[src/rtl/ptp_tod_counter.sv]
module ptp_tod_counter #(
  parameter int SEC_W = 48,
  parameter int INC_W = 8
) (
  input  logic              clk,
  input  logic              rst_n,
  input  logic              wr_en,
  input  logic [2:0]        wr_addr,
  input  logic [31:0]       wr_data,
  input  logic [2:0]        rd_addr,
  output logic [31:0]       rd_data,
  output logic [SEC_W-1:0]  tod_sec,
  output logic [29:0]       tod_ns
);
  localparam int HI_W = SEC_W - 32;
  localparam int FR_W = 24;
  localparam logic signed [32:0] BILLION = 33'sd1000000000;
  localparam logic [2:0] A_NS = 3'd0, A_SLO = 3'd1, A_SHI = 3'd2,
                         A_INC = 3'd3, A_FRAC = 3'd4, A_ADJ = 3'd5;

  logic [29:0]      ns_q;
  logic [SEC_W-1:0] sec_q;
  logic [FR_W-1:0]  frac_q, inc_frac_q, stage_q;
  logic [INC_W-1:0] inc_ns_q;
  logic [HI_W-1:0]  hi_hold_q;

  wire wr_ns   = wr_en && (wr_addr == A_NS);
  wire wr_slo  = wr_en && (wr_addr == A_SLO);
  wire wr_shi  = wr_en && (wr_addr == A_SHI);
  wire wr_inc  = wr_en && (wr_addr == A_INC);
  wire wr_frac = wr_en && (wr_addr == A_FRAC);
  wire wr_adj  = wr_en && (wr_addr == A_ADJ);

  logic [FR_W:0] frac_sum;
  assign frac_sum = {1'b0, frac_q} + {1'b0, inc_frac_q};

  logic signed [32:0] adj_mag, adj_val, ns_raw, ns_wrap;
  logic ovf, unf;
  assign adj_mag = $signed({3'b000, wr_data[29:0]});
  assign adj_val = !wr_adj ? 33'sd0 : (wr_data[31] ? -adj_mag : adj_mag);
  assign ns_raw  = $signed({3'b000, ns_q})
                 + $signed({{(33-INC_W){1'b0}}, inc_ns_q})
                 + $signed({32'b0, frac_sum[FR_W]})
                 + adj_val;
  assign ovf     = ns_raw >= BILLION;
  assign unf     = ns_raw < 33'sd0;
  assign ns_wrap = ovf ? ns_raw - BILLION : (unf ? ns_raw + BILLION : ns_raw);

  always_ff @(posedge clk) begin
    if (!rst_n) begin
      ns_q       <= '0;
      sec_q      <= '0;
      frac_q     <= '0;
      inc_frac_q <= '0;
      stage_q    <= '0;
      inc_ns_q   <= '0;
      hi_hold_q  <= '0;
    end else begin
      frac_q <= frac_sum[FR_W-1:0];
      ns_q   <= wr_ns ? wr_data[29:0] : ns_wrap[29:0];
      if (wr_slo)
        sec_q <= {hi_hold_q, wr_data};
      else if (!wr_ns && ovf)
        sec_q <= sec_q + 1'b1;
      else if (!wr_ns && unf)
        sec_q <= sec_q - 1'b1;
      if (wr_shi)
        hi_hold_q <= wr_data[HI_W-1:0];
      if (wr_inc) begin
        inc_ns_q   <= wr_data[INC_W-1:0];
        inc_frac_q <= stage_q;
      end
      if (wr_frac)
        stage_q <= {wr_data[15:0], wr_data[31:24]};
    end
  end

  always_comb begin
    case (rd_addr)
      A_NS:    rd_data = {2'b00, ns_q};
      A_SLO:   rd_data = sec_q[31:0];
      A_SHI:   rd_data = {{(32-HI_W){1'b0}}, sec_q[SEC_W-1:32]};
      A_INC:   rd_data = {{(32-INC_W){1'b0}}, inc_ns_q};
      A_FRAC:  rd_data = {stage_q[7:0], 8'b0, stage_q[23:8]};
      default: rd_data = '0;
    endcase
  end

  assign tod_sec = sec_q;
  assign tod_ns  = ns_q;
endmodule

[config.mk]
export PLATFORM = sky130hd
export DESIGN_NAME = ptp_tod_counter
export DESIGN_NICKNAME = d
export VERILOG_FILES = /design/src/rtl/ptp_tod_counter.sv
export SDC_FILE = /design/constraint.sdc
export NUM_CORES = 1
export LEC_CHECK = 0
export CORE_MARGIN = 8
export CORE_UTILIZATION = 40
export DETAILED_ROUTE_END_ITERATION = 8
export DONT_BUFFER_PORTS = 1
export SYNTH_ARGS = -nofsm -noshare
export SYNTH_HDL_FRONTEND = slang
export SYNTH_SLANG_ARGS = --single-unit
export TNS_END_PERCENT = 30
[constraint.sdc]
create_clock -name clk -period 24.5 [get_ports clk]
set_input_delay 4.9 -clock clk [delete_from_list [all_inputs] [get_ports clk]]
set_output_delay 4.9 -clock clk [all_outputs]
set_load 0.02 [all_outputs]
; Yosys cells after proc, flatten, opt, wreduce, memory -nomap -nowiden
; Cells that the tools add are included.
; Widths: inputs -> output; s select.
[totals]
register_bits = 174
in_bits = 41
elab_cells = 48
output_inout_bits = 110
[op_classes]
n_lt_le_gt_ge = 2
eq_ne = 9
reduce_logical = 12
add_sub_neg = 9
n_mux = 9
[ops]
columns = cell, n
row1 = $pmux 32 s5, 1
row2 = $mux 48, 3
row3 = $mux 30, 3
row4 = $mux 33, 2
row5 = $add 48x1->48 const B, 1
row6 = $sub 48x1->48 const B, 1
row7 = $add 33x33->33, 1
row8 = $ge 33x31->1 const B, 1
row9 = $lt 33x1->1 const B, 1
row10 = $neg 30->33, 1
row11 = $add 31x1->32, 1
row12 = $add 30x8->31, 1
row13 = $add 30x28->30 const B, 1
row14 = $sub 30x28->30 const B, 1
row15 = $add 24x24->25, 1
row16 = $eq 3x2->1 const B, 4
row17 = $eq 3x3->1 const B, 3
row18 = $logic_and 1x1->1, 8
row19 = $eq 3x1->1 const B, 2
row20 = $logic_not 3->1, 2
row21 = $reduce_bool 3->1, 1
row22 = $logic_not 1->1, 1

; Depth between registers and ports, before layout
; Gate-level depths: netlist of the first run.
[logic_depth]
ltp_word = 9
mapped_depth = 57
ltp_nobuf = 55

; Worst setup path before layout of the first run
; OpenSTA, ideal clock, no wires.
[synth_timing]
path_kind = input-to-reg
from = input port wr_data[7]
to = register sec_q[47] (netlist: tod_sec[47])
setup_time_ns = 0.120
arrival_time_ns = 13.212
t_required_ns = 24.380
n_path_buf = 4
path_slack_ns = 11.168
cell_stages = 33
cell_sequence = buf_2 or4_4 nor3_4 nand2_1 o31ai_1 xor2_1 nor2_1 ha_1 buf_2 a21oi_2 o21bai_1 a21oi_1 mux2i_1 nand3_1 or4_4 a2111oi_2 o221ai_2 a21oi_4 buf_6 nand2_1 ha_1 clkbuf_1 nand4_1 o311ai_0 a31oi_1 o21ba_2 o21a_1 o21ai_0 a21o_1 nand2_1 a221o_1 a211oi_2 nor3b_2
[synth_between]
elab_chain_cells = 8
elab_cells_between_ends = 11
cone_classes = 2 x add/sub / 2 x order compare / 4 x mux / 3 x reduce/logical
[synth_lines]
columns = item, line
row1 = start: declaration, 9  ; input logic [31:0] wr_data,
row2 = $neg 30->33, 40  ; assign adj_val = !wr_adj ? 33'sd0 : (wr_data[31] ? -adj_mag : adj_mag);
row3 = $mux 33 * (2 in series), 40
row4 = $add 33x33->33 *, 44  ; + adj_val;
row5 = $ge 33x31->1, 45  ; assign ovf = ns_raw >= BILLION;
row6 = $logic_and 1x1->1, 63  ; else if (!wr_ns && ovf)
row7 = $mux 48, 63
row8 = $mux 48, 61  ; if (wr_slo)
row9 = end signal: assignment, 62  ; sec_q <= {hi_hold_q, wr_data};
row10 = end signal: assignment, 64  ; sec_q <= sec_q + 1'b1;
row11 = end signal: assignment, 66  ; sec_q <= sec_q - 1'b1;
row12 = end: declaration, 22  ; logic [SEC_W-1:0] sec_q;
; Every way passes the cells marked *; elsewhere a longest branch is shown, timed or not.
; A chain may end at the register's enable or synchronous reset.

; Final worst setup path of the first run
[layout_timing]
from = input port wr_data[2]
to = register sec_q[47] (netlist: tod_sec[47])
; The elaborated chain is that of the path after synthesis.

==> qor.yml, run 1 <==
floorplan:
  die_w_um: 209.7
  die_h_um: 209.7
  core_mm2: 0.03731
  die_area_mm2: 0.04397
  rows: 71
  start_util_pct: 40.22
  io_pins: 151
setup_path:
  cp_data_required_time_ns: 24.83
  critPathCaptureType: "register"
  crit_type: "input pin to register"
  start_kind: "input pin"
  crit_slowest_cell: "a2111oi_4"
  crit_top_cell: "a21o_1"
  arrival_ns: 14.24
  worst-path-max-fanout: 52
  max_stage_delay_ns: 1.06
sta:
  finalSetupViolations: 0
  worstMarginPinSlew_ns: 1.179
  holdWs_ns: 0.4520
  max_freq_ghz: 0.07186
  grt_setup_unrepaired: "false"
  drv_slew: 0
  layout_setup_ws_ns: 10.58
  timing.setup.tns_ns: 0
  hold_viol_final: 0
  skew_ns: 0.01414
  max_slew_margin_pct: 21.21
  fin_crit_sh_pct: 56.80
  final.min_clock_period_ns: 13.92
place:
  io_buffers: 0
  placed_cells: 2368
  gp_congestion: 0.9712
  hpwl_mm: 42.42
  post-place-ws_ns: 10.29
  post_dp_cell_area_mm2: 0.01517
logic_synthesis:
  synthAdderAreaFrac_pct: 10.34
  muxShareOfSynthArea_pct: 5.469
  synth.distinct_cells: 93
  syn_area_mm2: 0.01501
  syn_area_per_cell_um2: 7.538
  ys.flop_type: "dfxtp_1"
  yosys_warnings: 0
  synth_fp_nets: 2153
  synth_xor_xnor_area_share_pct: 9.037
  yosysSeqAreaShare_pct: 23.21
  yosysMostFrequentCell: "nand2_1"
  yosys.area.top_type: "dfxtp_1"
  synthArstFlopShare_pct: 0
  netlist_instances: 1991
  yosys-top-cells-count: "nand2_1 (269), a21oi_1 (246), nor2_1 (190), dfxtp_1 (174), ha_1 (116)"
  ys_seq_elements: 174
  synth_area_leaders: "dfxtp_1 (23%), ha_1 (9.7%), a21oi_1 (8.2%), nand2_1 (6.7%), mux2i_1 (5.5%)"
  synth-simple-area-share_pct: 21.36
  synth_top_family_by_area: "compound AO/OA/AOI/OAI gates"
  synth-edff-count: 0
  synth_top_area_share_pct: 23.21
  synth_compound_area_share_pct: 26.29
clock_network:
  htree_levels: 4
  clock_latency_ns: 0.44
  tritoncts: "done"
  cts.clk_slew.worst_paths_ns: 0.07
  cts_buffers: 17
  cts.sinks: 174
  hold_buffers: 0
  cts_resized: 0
  post_cts_buffers: 0
  cts-root-buf: "clkbuf_16"
  clockBufferDepth: 2
power_and_ir_drop:
  cellPowerDensity_mw_per_mm2: 57.14
  leakagePower_nw: 6.372
  irDropWorstVdd_v: 0.00005027
  finalPower_mw: 0.9006
final_layout:
  antenna_cells: 0
  final_util_pct: 42.24
  nets: 2075
  fin_cells: 2400
  drive_gt1_share_pct: 5.192
  area_growth_pct: 5.010
  final_area_mm2: 0.01576
run:
  drv_cap: 0
global_routing:
  grt-ovfl-total: 0
  grt_pass1_wl_mm: 83.89
  grtUsageTotal_pct: 24.34
  grt_max_degree: 99
  antenna_found_initial: 0
  grt_pass1_vias: 13893
routing:
  drt_pre_antenna_iters: 5
  drc_errors: 0
  wl_per_cell_um: 22.85
  antenna_left: 0
  wl_mm: 54.83
  dr_total_vias: 14528
  avgViaCountPerCell: 6.053
  drt_first_iter_violations: 1370
status:
  status: "completed"
worst_hold_path:
  worstHoldPathType: "register to register"
[cell families after synthesis]
family	Yosys count
AO/OA/AOI/OAI	621
XOR/XNOR	154
adder cells (fa/ha/maj)	121
buffers and inverters	142
flip-flops	174
multiplexers	82
AND/OR/NAND/NOR	697
[worst max-delay path: cells and delay by family]
family,cells,cell delay (ns)
adders and majority gates,2,0.74
and+or+nand+nor,12,2.49
buffers and inverters,1,0.52
AOI/OAI and AO/OA,17,5.37
xor gates and xnor gates,1,0.16
[sequential cells by signal (all words and copies together) (netlist names)]
name	flops
tod_ns	30
inc_ns_q	8
stage_q	24
tod_sec	48
inc_frac_q	24
frac_q	24
hi_hold_q	16
[power by group]
part	internal (mW)	switching, mW
sequential	0.296	0.0423
clock	0.151	0.128
combinational	0.119	0.165
total	0.565	0.335
[worst paths after layout]
check                                    from       endpoint  slack (ns)  depth (start not counted)
worst max-delay path               wr_data[2]    tod_sec[47]       10.58                         33
worst min-delay path            hi_hold_q[12]  hi_hold_q[12]        0.45                          2
worst max register to register      frac_q[0]    tod_sec[47]       10.63                         53
worst min register to register  hi_hold_q[12]  hi_hold_q[12]        0.45                          2
[metal layers]
metal / vias up / routed length (µm) / share of wire (%) / GRT usage [%]
li1: 6998 / - / - / -
met1: 6900 / 23840 / 43 / 31.77
met2: 536 / 24120 / 44 / 37.69
met3: 94 / 4540 / 8.3 / 5.877
met4: 0 / 2329 / 4.2 / 10.77
met5: - / 0 / 0 / 0
[area by class of cell]
| type | instances | area [µm²] |
|---|---|---|
| Clock buffer | 20 | 466.7 |
| Clock inverter | 12 | 123.9 |
| Fill cell | 3864 | 21550 |
| Inverter | 35 | 132.6 |
| Multi-Input combinational cell | 1675 | 10890 |
| Sequential cell | 174 | 3483 |
| Tap cell | 474 | 593.1 |
| Timing Repair Buffer | 10 | 75.07 |
[cell usage in the layout, fill, tap and decap left out, types with 20 or more instances in the layout]
| cell type | Yosys | routed |
|---|---|---|
| nand3_1 | 55 | 55 |
| nor3_1 | 29 | 29 |
| o21ai_0 | 112 | 112 |
| nand2_1 | 269 | 267 |
| xnor2_1 | 88 | 88 |
| mux2i_1 | 82 | 82 |
| ha_1 | 116 | 116 |
| a21oi_1 | 246 | 246 |
| xor2_1 | 65 | 65 |
| nor2_1 | 190 | 190 |
| inv_1 | 33 | 33 |
| and3_1 | 23 | 23 |
| a31oi_1 | 20 | 20 |
| dfxtp_1 | 174 | 174 |
| a21o_1 | 63 | 63 |
| nand4_1 | 20 | 20 |
(Power assumes the default switching activity.)
==> run 2, diff against run 1 <==
clock period = 12.2 ns   (was 24.5 ns; I/O delays follow)
==> qor.yml, run 2 (synthesis results as in run 1) <==
final_layout:
  antenna_cells: 0  # unchanged
  seq_area_mm2: 0.003483  # unchanged
  most-common-layout-cells: "nand2_1 (266), a21oi_1 (238), nor2_1 (190)"  # was nand2_1 (267), a21oi_1 (246), nor2_1 (190)
  fin_cells: 2425  # was 2400
  area_growth_pct: 8.037  # was 5.010%
  final_util_pct: 43.46  # was 42.24%
  multi_input_area_mm2: 0.01107  # was 0.01089 mm²
  nets: 2101  # was 2075
  drive_gt1_share_pct: 7.637  # was 5.192%
  largest_reg_flops: 48  # unchanged
  layout_commonest_cell: "nand2_1"  # unchanged
  fillers: 3811  # was 3864
floorplan:
  core_mm2: 0.03731  # unchanged
  die_h_um: 209.7  # unchanged
  die_w_um: 209.7  # unchanged
  die_area_mm2: 0.04397  # unchanged
  start_util_pct: 40.22  # unchanged
  io_pins: 151  # unchanged
  rows: 71  # unchanged
worst_hold_path:
  worstHoldPathType: "register to register"  # unchanged
  hold_depth: 2  # unchanged
clock_network:
  cts.clk_slew.worst_paths_ns: 0.07  # about the same
  hold_buffers: 0  # unchanged
  clockBufferDepth: 2  # unchanged
  clock_latency_ns: 0.44  # about the same
  cts.sinks: 174  # unchanged
  htree_levels: 4  # unchanged
  cts_buffers: 17  # unchanged
  cts-root-buf: "clkbuf_16"  # unchanged
  tritoncts: "done"  # unchanged
setup_path:
  crit_type: "register to register"  # was input pin to register
  r2r_cells: 54  # was 53
  crit_slowest_cell: "a2111oi_4"  # unchanged
  critPathCaptureType: "register"  # unchanged
  cp_data_required_time_ns: 12.55  # was 24.83 ns
  worst-path-max-fanout: 10  # was 52
  crit_buf_inv: 2  # was 1
  cp_top_family: "compound AO/OA/AOI/OAI gates"  # unchanged
  max_stage_delay_ns: 0.53  # was 1.06 ns
  arrival_ns: 11.91  # was 14.24 ns
  start_kind: "register"  # was input pin
  critical_path_depth: 54  # was 33
sta:
  finalSetupViolations: 0  # unchanged
  drv_slew: 0  # unchanged
  hold_viol_final: 0  # unchanged
  timing.setup.tns_ns: 0  # unchanged
  fin_crit_sh_pct: 94.74
  max_slew_margin_pct: 25.12  # was 21.21%
  worstMarginPinSlew_ns: 1.120  # was 1.179 ns
  skew_ns: 0.01087  # was 0.01414 ns
  final.min_clock_period_ns: 11.56
  max_freq_ghz: 0.08652
power_and_ir_drop:
  cellPowerDensity_mw_per_mm2: 117.9  # was 57.14 mW/mm²
  irDropWorstVdd_v: 0.0001012  # was 0.00005027 V
  finalPower_mw: 1.912  # was 0.9006 mW
  leakagePower_nw: 6.587  # was 6.372 nW
routing:
  drc_errors: 0  # unchanged
  antenna_left: 0  # unchanged
  wl_mm: 55.03  # was 54.83 mm
  wl_per_cell_um: 22.69  # was 22.85 µm
  drt_first_iter_violations: 1132  # was 1370
  avgViaCountPerCell: 6.028  # was 6.053
  drt_pre_antenna_iters: 6  # was 5
  dr_total_vias: 14617  # was 14528
place:
  io_buffers: 0  # unchanged
  placed_cells: 2391  # was 2368
  gp_congestion: 0.9530  # was 0.9712
  hpwl_mm: 42.64  # was 42.42 mm
global_routing:
  grt_max_degree: 89  # was 99
  grt_pass1_wl_mm: 82.75  # was 83.89 mm
  grt-ovfl-total: 0  # unchanged
  grt_pass1_vias: 13470  # was 13893
  antenna_found_initial: 2  # was 0
  grtUsageTotal_pct: 24.12  # was 24.34%
status:
  status: "completed"  # unchanged
run:
  drv_cap: 0  # unchanged
## run 2: changes by cell type in the layout (fill, tap and decap cells not counted), moves of 3 or more
cell,previous run,this run
a21oi_1,246,238
clkinv_4,4,1
a21oi_2,6,13
buf_4,10,35
bufinv_16,1,5
## run 2: metal layers
layer | wire (µm) | global-route usage (%) | share of wire, %
met5 | 26 | 0 | 0.047
met4 | 2140 | 9.623 | 3.9
met3 | 4702 | 5.549 | 8.5
met2 | 23850 | 37.25 | 43
met1 | 24310 | 32.13 | 44
## run 2: what timing repair did
item	4_1_cts	5_1_grt
gates resized for setup	0	39
endpoints found under the setup margin	0	29
setup buffers	0	3
endpoints found under the hold margin	0	0
## run 2: worst reg2reg max path: cells and delay by family, from the launching register on
kind / cells / cell delay (ns)
muxes: 1 / 0.13
AOI/OAI and AO/OA: 29 / 5.88
adders and majority gates: 6 / 2.31
buffers and inverters: 2 / 0.41
DFF: 1 / 0.30
and+or+nand+nor: 13 / 1.76
xor gates and xnor gates: 3 / 0.72
## run 2: layout make-up
class	instances	area share, %
multi-input cells	1675	68.28
flip-flops and latches	174	21.48
well taps	474	3.658
clock buffers	20	2.755
repair buffers	36	1.744
clock inverters	11	1.258
inverters	35	0.8180
## run 2: per-stage QoR
stage / instance area, µm² / hold WS (ns) / setup slack, ns
finish: 16210 / 0.4541 / 0.6415
global placement: 15340 / 0.4412 / 0.2730
floorplan: 15010 / 0.4332 / 0.07760
CTS: 15990 / 0.4545 / 0.005223
detailed placement: 15340 / 0.4453 / 0.05071
global route: 16210 / 0.4700 / -0.02639
## run 2: final timing paths
| path | slack, ns | end | startpoint |
|---|---|---|---|
| max | 0.64 | tod_sec[39] | frac_q[0] |
| min | 0.45 | hi_hold_q[11] | hi_hold_q[11] |
| max reg2reg | 0.64 | tod_sec[39] | frac_q[0] |
| min reg2reg | 0.45 | hi_hold_q[11] | hi_hold_q[11] |
## run 2: power by group
group          switching [mW]  total [mW]  internal [mW]  leakage, nW
clock network           0.244       0.617          0.372        0.319
logic                   0.351       0.614          0.263         4.86
registers              0.0870       0.681          0.594         1.41
==> run 3, diff against run 2 <==
RECOVER_POWER = 25   (was unset)
==> qor.yml, run 3 (synthesis results as in run 1) <==
status:
  status: "finished with violations"  # was completed
  violations: "capacitance limit, slew limit"
clock_network:
  cts-root-buf: "clkbuf_16"  # unchanged
  clock_latency_ns: 0.44  # about the same
  htree_levels: 4  # unchanged
  tritoncts: "done"  # unchanged
  cts_buffers: 17  # unchanged
  cts.clk_slew.worst_paths_ns: 0.07  # about the same
  cts.sinks: 174  # unchanged
  hold_buffers: 0  # unchanged
  clockBufferDepth: 2  # unchanged
floorplan:
  die_w_um: 209.7  # unchanged
  core_mm2: 0.03731  # unchanged
  start_util_pct: 40.22  # unchanged
  rows: 71  # unchanged
  die_area_mm2: 0.04397  # unchanged
  die_h_um: 209.7  # unchanged
  io_pins: 151  # unchanged
place:
  hpwl_mm: 42.64  # unchanged
  io_buffers: 0  # unchanged
  placed_cells: 2391  # unchanged
  gp_congestion: 0.9530  # unchanged
setup_path:
  max_stage_delay_ns: 0.53  # about the same
  crit_type: "register to register"  # unchanged
  crit_start: "frac_q[0]"  # unchanged
  cp_data_required_time_ns: 12.55  # about the same
  crit_slowest_cell: "a2111oi_4"  # unchanged
  worst-path-max-fanout: 10  # unchanged
  start_kind: "register"  # unchanged
  critPathCaptureType: "register"  # unchanged
  arrival_ns: 11.96  # was 11.91 ns
  r2r_start: "frac_q[0]"  # unchanged
sta:
  hold_viol_final: 0  # unchanged
  final.min_clock_period_ns: 11.60  # was 11.56 ns
  timing.setup.tns_ns: 0  # unchanged
  holdWs_ns: 0.4541  # about the same
  max_freq_ghz: 0.08618  # was 0.08652 GHz
  skew_ns: 0.009974  # was 0.01087 ns
  worstMarginPinSlew_ns: 1.694  # was 1.120 ns
  finalSetupViolations: 0  # unchanged
  fin_crit_sh_pct: 95.11  # was 94.74%
  drv_slew: 33  # was 0
  max_slew_margin_pct: -12.93  # was 25.12%
final_layout:
  nets: 2101  # unchanged
  largest_reg_flops: 48  # unchanged
  layout_commonest_cell: "nand2_1"  # unchanged
  fin_cells: 2425  # unchanged
  most-common-layout-cells: "nand2_1 (266), a21oi_1 (238), nor2_1 (190)"  # unchanged
  final_util_pct: 43.45  # was 43.46%
  drive_gt1_share_pct: 7.586  # was 7.637%
  area_growth_pct: 8.011  # was 8.037%
  antenna_cells: 0  # unchanged
  fillers: 3811  # unchanged
routing:
  avgViaCountPerCell: 6.019  # was 6.028
  route.met2.wl_mm: 23.87  # was 23.85 mm
  drc_errors: 0  # unchanged
  wl_mm: 54.98  # was 55.03 mm
  dr_total_vias: 14597  # was 14617
  drt_first_iter_violations: 1136  # was 1132
  wl_per_cell_um: 22.67  # was 22.69 µm
  antenna_left: 0  # unchanged
  drt_pre_antenna_iters: 5  # was 6
  wl_met1_mm: 24.32  # was 24.31 mm
  top_layer_used: "met5"  # unchanged
  wl_met3_mm: 4.630  # was 4.702 mm
global_routing:
  antenna_found_initial: 2  # unchanged
  grt_max_degree: 89  # unchanged
  grt_pass1_vias: 13470  # unchanged
  grtUsageTotal_pct: 24.12  # unchanged
  grt_pass1_wl_mm: 82.75  # unchanged
  grt-ovfl-total: 0  # unchanged
worst_hold_path:
  worst_hold_startpoint: "hi_hold_q[11]"  # unchanged
  worstHoldPathType: "register to register"  # unchanged
power_and_ir_drop:
  leakagePower_nw: 6.583  # was 6.587 nW
  irDropWorstVdd_v: 0.0001012  # about the same
  cellPowerDensity_mw_per_mm2: 118.0  # was 117.9 mW/mm²
run:
  drv_cap: 1  # was 0
-- run 3: cell types whose count changed in the layout (fill, tap and decap cells not counted), sizes merged --
cell | previous run | this run
buf | 36 | 35
clkbuf | 20 | 21
-- run 3: layout make-up --
| type | instances | area [µm²] | area share [%] |
|---|---|---|---|
| tap | 474 | 593.1 | 3.659 |
| timing repair buffer | 36 | 279.0 | 1.721 |
| multi-input combinational | 1675 | 11070 | 68.30 |
| sequential | 174 | 3483 | 21.49 |
| inverter | 35 | 132.6 | 0.8182 |
| clock buffer | 20 | 446.7 | 2.755 |
| clock inverter | 11 | 203.9 | 1.258 |
-- run 3: routing by layer --
metal  global-route usage (%)  vias to the layer above
met1                    32.13                     6882
met5                        0                        -
met3                    5.549                       92
met4                    9.623                        4
met2                    37.25                      556
li1                         -                     7063
-- run 3: worst max-delay path, delay by kind of cell, from the launching register on --
kind            cells  cell delay (ns)
mux                 1             0.12
simple gates       13             1.78
compound gates     29             5.90
flops               1             0.30
fa+ha+maj           6             2.31
xor+xnor            3             0.70
buf+inv             2             0.40
-- run 3: stage by stage --
stage          setup slack [ns]  power (mW)  area [µm²]
2_1_floorplan           0.07760       1.123       15010
3_3_place_gp             0.2730       1.274       15340
3_5_place_dp            0.05071       1.273       15340
4_1_cts                0.005223       1.890       15990
5_1_grt                -0.02639       2.003       16210
6_report                 0.5963       1.912       16210
-- run 3: repair_timing --
| action | 4_1_cts | 5_1_grt |
|---|---|---|
| gates resized for setup | 0 | 39 |
| endpoints found under the setup margin | 0 | 29 |
| setup buffers | 0 | 3 |
-- run 3: final timing paths --
check,cells after the start,endpoint,slack [ns]
hold reg to reg,2,hi_hold_q[11],0.45
setup reg to reg,54,tod_sec[39],0.60
hold / removal,2,hi_hold_q[11],0.45
setup / recovery,54,tod_sec[39],0.60
-- run 3: report_power, final --
part           switching (mW)  total (mW)  leakage (nW)  internal [mW]
registers              0.0870       0.681          1.41          0.594
logic                   0.351       0.614          4.85          0.263
clock network           0.245       0.617         0.319          0.372
total                   0.682        1.91          6.58           1.23
